**config.mk**
```make
export PLATFORM = sky130hd
export DESIGN_NAME = rxfe_iq_frontend
export DESIGN_NICKNAME = d
export VERILOG_FILES = /design/src/rtl/rxfe_pkg.sv /design/src/rtl/rxfe_cfg_regs.sv /design/src/rtl/rxfe_src_sel.sv /design/src/rtl/rxfe_dc_path.sv /design/src/rtl/rxfe_iq_frontend.sv
export SDC_FILE = /design/constraint.sdc
export NUM_CORES = 1
export LEC_CHECK = 0
export ABC_CLOCK_PERIOD_IN_PS = 10300
export BUFFER_PORTS_ARGS = -buffer_cell sky130_fd_sc_hd__buf_2
export CAP_MARGIN = 30
export CORE_MARGIN = 5
export CORE_UTILIZATION = 55
export DETAILED_ROUTE_END_ITERATION = 10
export PLACE_DENSITY_LB_ADDON = 0.08
export SLEW_MARGIN = 0
export SYNTH_ARGS = -nofsm -noshare
export SYNTH_HDL_FRONTEND = slang
export SYNTH_SLANG_ARGS = --single-unit
```
**constraint.sdc**
```tcl
create_clock -name clk -period 10.3 [get_ports clk]
set_input_delay 1.545 -clock clk [delete_from_list [all_inputs] [get_ports clk]]
set_output_delay 1.545 -clock clk [all_outputs]
set_load 0.05 [all_outputs]
```
**src/rtl/rxfe_pkg.sv**
```systemverilog
package rxfe_pkg;

  typedef enum logic [1:0] {
    SRC_A  = 2'b00,
    SRC_B  = 2'b01,
    SRC_Z0 = 2'b10,
    SRC_Z1 = 2'b11
  } src_sel_e;

  localparam int OFS_DC_I  = 3;
  localparam int OFS_DC_Q  = 4;
  localparam int OFS_SEL   = 5;
  localparam int MODE_BIT  = 31;
  localparam int NPATH     = 2;
  localparam logic [3:0] SEL_RST = 4'h4;

endpackage

```
**src/rtl/rxfe_cfg_regs.sv**
```systemverilog
module rxfe_cfg_regs
  import rxfe_pkg::*;
#(
  parameter int ADC_W     = 14,
  parameter int ADDR_W    = 8,
  parameter int BASE_ADDR = 32
) (
  input  logic                         clk,
  input  logic                         rst,
  input  logic                         we,
  input  logic [ADDR_W-1:0]            addr,
  input  logic [31:0]                  data,
  output logic [2*NPATH-1:0]           sel,
  output logic [NPATH-1:0]             fix_en,
  output logic [NPATH-1:0][ADC_W-1:0]  fix_val
);

  localparam logic [ADDR_W-1:0] A_DC_I = ADDR_W'(BASE_ADDR + OFS_DC_I);
  localparam logic [ADDR_W-1:0] A_DC_Q = ADDR_W'(BASE_ADDR + OFS_DC_Q);
  localparam logic [ADDR_W-1:0] A_SEL  = ADDR_W'(BASE_ADDR + OFS_SEL);

  logic unused_data;
  assign unused_data = ^data[MODE_BIT-1:ADC_W];

  always_ff @(posedge clk) begin
    if (rst) begin
      sel     <= SEL_RST;
      fix_en  <= '0;
      fix_val <= '0;
    end else if (we) begin
      if (addr == A_DC_I) begin
        fix_en[0]  <= data[MODE_BIT];
        fix_val[0] <= data[ADC_W-1:0];
      end
      if (addr == A_DC_Q) begin
        fix_en[1]  <= data[MODE_BIT];
        fix_val[1] <= data[ADC_W-1:0];
      end
      if (addr == A_SEL) begin
        sel <= data[2*NPATH-1:0];
      end
    end
  end

endmodule

```
**src/rtl/rxfe_src_sel.sv**
```systemverilog
module rxfe_src_sel
  import rxfe_pkg::*;
#(
  parameter int ADC_W = 14
) (
  input  logic [1:0]       code,
  input  logic [ADC_W-1:0] a,
  input  logic [ADC_W-1:0] b,
  output logic [ADC_W-1:0] x
);

  always_comb begin
    unique case (src_sel_e'(code))
      SRC_A:   x = a;
      SRC_B:   x = b;
      default: x = '0;
    endcase
  end

endmodule

```
**src/rtl/rxfe_dc_path.sv**
```systemverilog
module rxfe_dc_path #(
  parameter int ADC_W    = 14,
  parameter int FRAC_W   = 10,
  parameter int DC_SHIFT = 10,
  parameter int ACC_W    = ADC_W + FRAC_W + 2
) (
  input  logic                    clk,
  input  logic                    rst,
  input  logic                    stb,
  input  logic [ADC_W-1:0]        x,
  input  logic                    fixed_en,
  input  logic [ADC_W-1:0]        fixed_val,
  output logic [ADC_W-1:0]        y,
  output logic signed [ACC_W-1:0] acc
);

  localparam int EXT_W = ACC_W + 1;
  localparam int PAD_A = ACC_W - ADC_W;
  localparam int LSH   = FRAC_W - DC_SHIFT;
  localparam logic signed [EXT_W-1:0] MAX_V = EXT_W'((1 << (ADC_W - 1)) - 1);
  localparam logic signed [EXT_W-1:0] MIN_V = -MAX_V - EXT_W'(1);

  logic signed [ACC_W-1:0] x_ext, fix_ext, est, sub_val, inc;
  logic signed [EXT_W-1:0] diff;
  logic        [ADC_W-1:0] y_c;

  always_comb begin
    x_ext   = {{PAD_A{x[ADC_W-1]}}, x};
    fix_ext = {{PAD_A{fixed_val[ADC_W-1]}}, fixed_val};
    est     = acc >>> FRAC_W;
    sub_val = fixed_en ? fix_ext : est;
    diff    = {x_ext[ACC_W-1], x_ext} - {sub_val[ACC_W-1], sub_val};
    if (diff > MAX_V)      y_c = MAX_V[ADC_W-1:0];
    else if (diff < MIN_V) y_c = MIN_V[ADC_W-1:0];
    else                   y_c = diff[ADC_W-1:0];
    inc = ACC_W'({{PAD_A{y_c[ADC_W-1]}}, y_c} <<< LSH);
  end

  always_ff @(posedge clk) begin
    if (rst) begin
      acc <= '0;
      y   <= '0;
    end else begin
      if (fixed_en)  acc <= fix_ext <<< FRAC_W;
      else if (stb)  acc <= acc + inc;
      if (stb)       y   <= y_c;
    end
  end

endmodule

```
**src/rtl/rxfe_iq_frontend.sv**
```systemverilog
module rxfe_iq_frontend
  import rxfe_pkg::*;
#(
  parameter int ADC_W     = 14,
  parameter int ADDR_W    = 8,
  parameter int BASE_ADDR = 32,
  parameter int FRAC_W    = 10,
  parameter int DC_SHIFT  = 10
) (
  input  logic              clk,
  input  logic              rst,
  input  logic              cfg_we,
  input  logic [ADDR_W-1:0] cfg_addr,
  input  logic [31:0]       cfg_data,
  input  logic [ADC_W-1:0]  adc_a,
  input  logic [ADC_W-1:0]  adc_b,
  input  logic              smp_stb,
  output logic [ADC_W-1:0]  i_out,
  output logic [ADC_W-1:0]  q_out,
  output logic              out_vld
);

  localparam int ACC_W = ADC_W + FRAC_W + 2;

  logic [2*NPATH-1:0]          mux_sel;
  logic [NPATH-1:0]            fix_en;
  logic [NPATH-1:0][ADC_W-1:0] fix_val;
  logic [NPATH-1:0][ADC_W-1:0] path_x;
  logic [NPATH-1:0][ADC_W-1:0] path_y;
  logic signed [ACC_W-1:0]     acc_mon [NPATH];

  rxfe_cfg_regs #(
    .ADC_W(ADC_W), .ADDR_W(ADDR_W), .BASE_ADDR(BASE_ADDR)
  ) u_cfg (
    .clk(clk), .rst(rst), .we(cfg_we), .addr(cfg_addr), .data(cfg_data),
    .sel(mux_sel), .fix_en(fix_en), .fix_val(fix_val)
  );

  for (genvar p = 0; p < NPATH; p++) begin : g_path
    rxfe_src_sel #(.ADC_W(ADC_W)) u_sel (
      .code(mux_sel[2*p +: 2]), .a(adc_a), .b(adc_b), .x(path_x[p])
    );
    rxfe_dc_path #(
      .ADC_W(ADC_W), .FRAC_W(FRAC_W), .DC_SHIFT(DC_SHIFT), .ACC_W(ACC_W)
    ) u_dc (
      .clk(clk), .rst(rst), .stb(smp_stb), .x(path_x[p]),
      .fixed_en(fix_en[p]), .fixed_val(fix_val[p]),
      .y(path_y[p]), .acc(acc_mon[p])
    );
  end

  assign i_out = path_y[0];
  assign q_out = path_y[1];

  always_ff @(posedge clk) begin
    if (rst) out_vld <= 1'b0;
    else     out_vld <= smp_stb;
  end

endmodule

```
* Word level (Yosys, flattened, before mapping)
Cells that the tools add are included.
** Storage, ports and cells
- Output and inout port bits :: 29
- Flip-flop bits (word level) :: 115
** Cells by class
- Reductions and logical operators :: 9
- Magnitude comparators :: 4
- Add/subtract/negate cells :: 4
- Equal/unequal tests :: 5
- Multiplexer cells :: 12
** Operator list (number)
- $mux W26 :: 6
- $mux W14 :: 4
- $pmux W14 S2 :: 2
- $gt A27 B14 Y1 const B :: 2
- $lt A27 B14 Y1 const B :: 2
- $sub A14 B26 Y27 :: 2
- $add A26 B14 Y26 :: 2
- $eq A8 B6 Y1 const B :: 3
- $reduce_and A2 Y1 :: 3
- $eq A2 B1 Y1 const B :: 2
- $logic_not A2 Y1 :: 2
- $reduce_bool A2 Y1 :: 2
- $reduce_or A2 Y1 :: 2

* Logic depth before layout (Yosys ltp)
- Depth in word-level cells :: 9
- Gate-level depth with buffers :: 28
- Gate-level depth less buffers :: 24

* Modules after synthesis
A second synthesis with hierarchy kept.
** Second synthesis, totals
- Cells, all modules :: 1140
- Area, all modules :: 9471.6 um^2
** By module, submodules not included
- rxfe_dc_path (g_path[1].u_dc) :: area each 3777.4 um^2, times used 1, sequential area each 800.8 um^2, cells each 484
- rxfe_dc_path (g_path[0].u_dc) :: area each 3721.1 um^2, times used 1, sequential area each 800.8 um^2, cells each 457
- rxfe_cfg_regs :: area each 1483.9 um^2, times used 1, sequential area each 680.7 um^2, cells each 135
- rxfe_src_sel :: area each 227.7 um^2, times used 2, sequential area each 0.0 um^2, cells each 31
- rxfe_iq_frontend :: area each 33.8 um^2, times used 1, sequential area each 20.0 um^2, cells each 2

* Least setup slack after synthesis
No wires, ideal clock.
- Path kind :: input to register
- Start point :: input port adc_b[0]
- End point :: register g_path[1].u_dc.acc[24]
- Library setup time :: 124 ps
- Setup slack :: 3428 ps
- Data required time :: 10176 ps
- Cell stages on the path :: 26
- Buffers on the path :: 2
- Arrival time :: 6748 ps
- Cell sequence :: mux2i_1 or2_2 ha_1 fa_1 nor2b_1 o31a_1 o221ai_1 a21oi_1 o21ai_1 xnor2_1 a211o_1 buf_6 nand2_1 buf_1 o21ai_0 ha_1 fa_1 a211oi_1 nor4_1 nor2_1 a21oi_1 o32a_1 a311o_1 a211oi_1 xor2_1 a21oi_1
** Between the ends
- Word-level cells in the longest chain between the ends :: 8
- Elaborated cells between the ends (all ways) :: 9
** Ends and longest elaborated chain
- start, declared :: RTL line rxfe_iq_frontend.sv:16 : input logic [ADC_W-1:0] adc_b,
- $pmux W14 S2 * :: RTL line rxfe_src_sel.sv:13 : unique case (src_sel_e'(code))
- $sub A14 B26 Y27 * :: RTL line rxfe_dc_path.sv:32 : diff = {x_ext[ACC_W-1], x_ext} - {sub_val[ACC_W-1], sub_val};
- $lt A27 B14 Y1 :: RTL line rxfe_dc_path.sv:34 : else if (diff < MIN_V) y_c = MIN_V[ADC_W-1:0];
- $mux W14 :: RTL line rxfe_dc_path.sv:34
- $mux W14 * :: RTL line rxfe_dc_path.sv:33 : if (diff > MAX_V) y_c = MAX_V[ADC_W-1:0];
- named net g_path[1].u_dc.y_c[0] :: RTL line rxfe_dc_path.sv:25 : logic [ADC_W-1:0] y_c;
- $add A26 B14 Y26 * :: RTL line rxfe_dc_path.sv:45 : else if (stb) acc <= acc + inc;
- $mux W26 * :: RTL line rxfe_dc_path.sv:45
- $mux W26 * :: RTL line rxfe_dc_path.sv:44 : if (fixed_en) acc <= fix_ext <<< FRAC_W;
- end signal, assigned :: RTL line rxfe_dc_path.sv:44
- end signal, assigned :: RTL line rxfe_dc_path.sv:45
- end, declared :: RTL line rxfe_dc_path.sv:14 : output logic signed [ACC_W-1:0] acc
Mark *: on every way through the listed nets, which the timed path passes. The rest lies on a longest branch. The select of a mux whose other input is x is not followed.
A chain may end at the register's enable or synchronous reset.

* Worst setup path after layout
Ends and elaborated chain as after synthesis.

==> results <==
- The flow ran to the end, and the final reports show no timing, DRC or antenna violations.
- The detailed router put a total of 12000 µm of wire on met1.
- Pin placement for this block handled 101 I/O pins.
- The CTS tree is built.
- The post-route antenna net violation count is 0.
- The HPWL reported at the end of detailed placement is 18100 µm.
- Before antenna repair, the detailed router went through 5 iterations.
- Cells fill 63.0% of the core in the end.
- The maximum root-to-sink buffer count is 2.
- The final layout contains routed wiring with a total length of 24100 µm.
- The number of nets in the layout is 1371.
- The number of hold violations in the final report is 0.
- In this run the number of H-tree levels came out at 4.
- The number of nets produced by synthesis is 1314.
- The data required time of the critical path is 10.59 ns.
- The max-cap violation count is 0.
- The synthesized instance count is 1154.
- The areal power density over the cells is 289 nW/µm².
- The post-route clock period utilization is 71.7%.
- The worst setup path is launched from a primary input.
- The initial antenna violation count is 0.
- The number of distinct standard cells referenced by the synthesized netlist is 67.
- The die area is 19500 µm².
- In the final routed layout, each cell accounts on average for 16.7 µm.
- For this design, the sink count on the clock tree is 115.
- STA classifies the critical path endpoint as a flop.
- Entering global routing, the biggest net connects 51 pins.
- The die is 140 µm tall.
- The overall routing resource usage is 24.5%.
- The via count of the first global-routing pass is 7810.
- The initial core utilization is 55.9%.
- The detailed route wirelength on metal2 is 10200 µm.
- The first-pass GRT wire length is 39400 µm.
- In this run the worst path has a maximum fanout of 13.
- Yosys mapped a number of flops with a built-in enable equal to 0.
- The count of final max-slew check failures is 0.
- The classification of the worst-slack hold path is reg -> reg.
- The multi-input combinational cells in the finished layout cover a total of 6550 µm².
- The number of storage elements in the synthesis netlist is 115.
- In this run the tool buffered the top-level ports with 83 buffer cells.
- The number of hold buffers added after CTS was 0.
- On the final layout, the worst clock skew is 0.0109 ns.
- The shortest clock period the worst path allows after layout is 7.38 ns.
- The final sum of negative setup slack is 0 ns.
- The dominant cell type by area after synthesis is sky130_fd_sc_hd__dfxtp_1.
- The number of design-rule violations left by the first detailed-router iteration is 506.
- The area of all sequential standard cells is 2300 µm².
- TritonCTS created 17 clock buffers.
- The CTS clock-pin slew for the worst setup and hold paths is 0.06 ns.
- The share of the yosys chip area belonging to registers is 24.9%.
- During synthesis, Yosys emitted a total of 0 warnings.
- In this run the static leakage power is 4.76 nW.
- The number of cells upsized or downsized after cts is 0.
- Routability-driven placement finished with a final weighted congestion of 0.905.
- The transition time of the tightest slew-check pin is 1.05 ns.
- The die outline width is 140 µm.
- The antenna diode count is 0.
- The total grt overflow is 0.
- The maximum vdd ir drop is 0.170 mV.
- The count of buffers added by post-CTS timing repair for setup is 0.
- Dividing the detail-routed via count by the number of cells gives 5.88.
- The post-synthesis instance area is 9230 µm².
- By area the synthesized netlist is led by sky130_fd_sc_hd__dfxtp_1 (25%), sky130_fd_sc_hd__mux2i_1 (12%), sky130_fd_sc_hd__ha_1 (11%), sky130_fd_sc_hd__nor2_1 (6.3%), sky130_fd_sc_hd__a21oi_1 (5.2%).
- For this run, the leading register cell type out of synthesis is sky130_fd_sc_hd__dfxtp_1.
- The signal arrival time at the worst endpoint is 7.67 ns.
- Compared with the post-synthesis result, the final layout area differs by 12.8%.
- In this run the mean area of a mapped cell was 8.00 µm².
- The number of endpoints failing setup at the final stage is 0.
- The highest metal layer carrying signal wires in the routed design is met4.
- Setup repair after global routing left no endpoint under its margin.
- The number of remaining DRC errors is 0.
- After filler insertion, the fill cell instance count of the layout stands at 1506.
- The floorplan step defined a core boundary enclosing 16500 µm².
- The met3 routed wirelength is 1490 µm.
- The share of post-route cells with drive strength above 1 is 12.4%.
- In this run the tightest slew margin relative to its limit is 29.7%.
- The final route contains 8485 vias.
- The cell at the root of the clock tree is sky130_fd_sc_hd__clkbuf_16.
- The latest clock arrival within the worst-skew pair is 0.42 ns.
- The placement row count is 47.
- The kind of critical path is in -> reg.
- Summed over its instances, the top area cell type makes up 24.9% of the synthesized netlist area.
- The fraction of registers with async set/reset is 0%.
- Derived from the worst setup path, the maximum achievable clock frequency is 135 MHz.
## cell type report
type                    instances  area share (%)
multi-input cells             943            62.9
flip-flops and latches        115            22.1
repair buffers                 92            4.71
clock buffers                  20            4.39
well taps                     220            2.64
clock inverters                12            1.71
inverters                      42            1.51
## cells in the final DEF, fill, tap and decap left out, types with 6 or more instances in the layout
cell	netlist	layout
sky130_fd_sc_hd__buf_2	2	83
sky130_fd_sc_hd__nor3_1	26	26
sky130_fd_sc_hd__nand3_1	13	13
sky130_fd_sc_hd__nand2_1	86	86
sky130_fd_sc_hd__a31oi_1	9	9
sky130_fd_sc_hd__o211ai_1	17	17
sky130_fd_sc_hd__nor2b_1	9	9
sky130_fd_sc_hd__inv_1	42	42
sky130_fd_sc_hd__o21a_1	18	18
sky130_fd_sc_hd__o21ai_0	68	68
sky130_fd_sc_hd__nor2_1	154	153
sky130_fd_sc_hd__o21bai_1	6	6
sky130_fd_sc_hd__buf_4	3	8
sky130_fd_sc_hd__o31ai_1	7	7
sky130_fd_sc_hd__a221oi_1	14	14
sky130_fd_sc_hd__ha_1	84	84
sky130_fd_sc_hd__nand2b_1	19	19
sky130_fd_sc_hd__nand4_1	7	7
sky130_fd_sc_hd__xor2_1	19	19
sky130_fd_sc_hd__a211oi_1	19	19
sky130_fd_sc_hd__or2_2	8	8
sky130_fd_sc_hd__a21o_1	29	29
sky130_fd_sc_hd__dfxtp_1	115	113
sky130_fd_sc_hd__mux2i_1	111	111
sky130_fd_sc_hd__clkbuf_16	0	17
sky130_fd_sc_hd__a21oi_1	96	96
sky130_fd_sc_hd__xnor2_1	41	41
## logic make-up (layout without fill, tap and decap cells)
| logic type | after synthesis | in the layout | synth area share [%] |
|---|---|---|---|
| DFF | 115 | 115 | 24.9 |
| muxes | 116 | 116 | 12.6 |
| xor gates and xnor gates | 60 | 60 | 5.69 |
| AOI/OAI and AO/OA | 327 | 327 | 23.0 |
| and+or+nand+nor | 352 | 352 | 17.3 |
| buffers and inverters | 96 | 166 | 4.13 |
| adders and majority gates | 88 | 88 | 12.3 |
## metal layers
layer  vias to the layer above  global-route usage, %
met3                        28                   4.63
met2                       229                   36.7
met1                      3922                   36.2
met4                         0                   6.43
met5                         -                      0
li1                       4306                      -
## stage by stage
| stage | power [mW] | cell area [µm²] | setup slack, ns | hold WS, ns | instances |
|---|---|---|---|---|---|
| 5_1_grt | 3.25 | 10400 | 2.53 | 0.472 | 1444 |
| 3_5_place_dp | 2.34 | 9780 | 2.63 | 0.440 | 1412 |
| 2_1_floorplan | 2.00 | 9230 | 3.43 | 0.445 | 1154 |
| 4_1_cts | 3.00 | 10400 | 3.00 | 0.454 | 1444 |
| 6_report | 3.01 | 10400 | 2.92 | 0.449 | 1444 |
| 3_3_place_gp | 2.32 | 9760 | 2.66 | 0.440 | 1411 |
## registers in the layout, indices dropped and copies added (netlist names)
name             count
g_path.u_dc.acc     52
u_cfg.sel            4
g_path.u_dc.y       28
u_cfg.fix_en         2
u_cfg.fix_val       28
out_vld              1
## critical path, cell delays in order
cell	delay, ns
sky130_fd_sc_hd__buf_2	0.10
sky130_fd_sc_hd__mux2i_1	0.06
sky130_fd_sc_hd__or2_2	0.31
sky130_fd_sc_hd__ha_1	0.26
sky130_fd_sc_hd__fa_1	0.41
sky130_fd_sc_hd__nor2b_1	0.16
sky130_fd_sc_hd__o31a_1	0.18
sky130_fd_sc_hd__o221ai_1	0.19
sky130_fd_sc_hd__a21oi_1	0.32
sky130_fd_sc_hd__o21ai_1	0.14
sky130_fd_sc_hd__xnor2_1	0.16
sky130_fd_sc_hd__a211o_1	0.38
sky130_fd_sc_hd__nand2_1	0.33
sky130_fd_sc_hd__o21ai_0	0.15
sky130_fd_sc_hd__ha_1	0.23
sky130_fd_sc_hd__fa_1	0.43
sky130_fd_sc_hd__a211oi_1	0.48
sky130_fd_sc_hd__nor4_1	0.13
sky130_fd_sc_hd__nor2_1	0.22
sky130_fd_sc_hd__a21oi_1	0.13
sky130_fd_sc_hd__o32a_1	0.40
sky130_fd_sc_hd__a311o_1	0.44
sky130_fd_sc_hd__a211oi_1	0.26
sky130_fd_sc_hd__xor2_1	0.18
sky130_fd_sc_hd__a21oi_1	0.08
## Yosys cell counts, drive strengths merged, types with 2 or more instances
cell     count
nor2       155
dfxtp      115
mux2i      111
a21oi       96
nand2       86
ha          84
o21ai       70
inv         42
xnor2       41
clkbuf      39
a21o        29
nor3        26
a211oi      19
nand2b      19
xor2        19
o21a        18
o211ai      17
buf         15
a221oi      14
nand3       13
nor2b       10
a211o        9
a31oi        9
o31ai        8
or2          8
nand4        7
o21bai       6
and2         5
and3         5
and4         5
mux2         5
a2111oi      4
fa           4
o221ai       4
a21boi       3
a41oi        3
nor4         3
o22ai        3
a2111o       2
a311o        2
nand4b       2
nor3b        2
o31a         2
o41ai        2
or3          2
## power breakdown
group          total [mW]  internal, mW  switching (mW)  leakage (nW)
Sequential          0.604         0.543          0.0610         0.947
Combinational        1.76         0.720            1.04          3.51
Clock               0.642         0.418           0.224         0.310
## path summary, 6_finish.rpt
path / startpoint / to / slack (ns) / cells past startpoint
worst max-delay path: adc_b[0] / g_path[1].u_dc.acc[24] / 2.92 / 25
worst min register to register: g_path[1].u_dc.y[1] / g_path[1].u_dc.y[1] / 0.45 / 2
worst max register to register: u_cfg.fix_en[1] / g_path[1].u_dc.acc[24] / 3.15 / 24
worst min-delay path: g_path[1].u_dc.y[1] / g_path[1].u_dc.y[1] / 0.45 / 2
No activity file was read; power rests on OpenSTA's default activity.
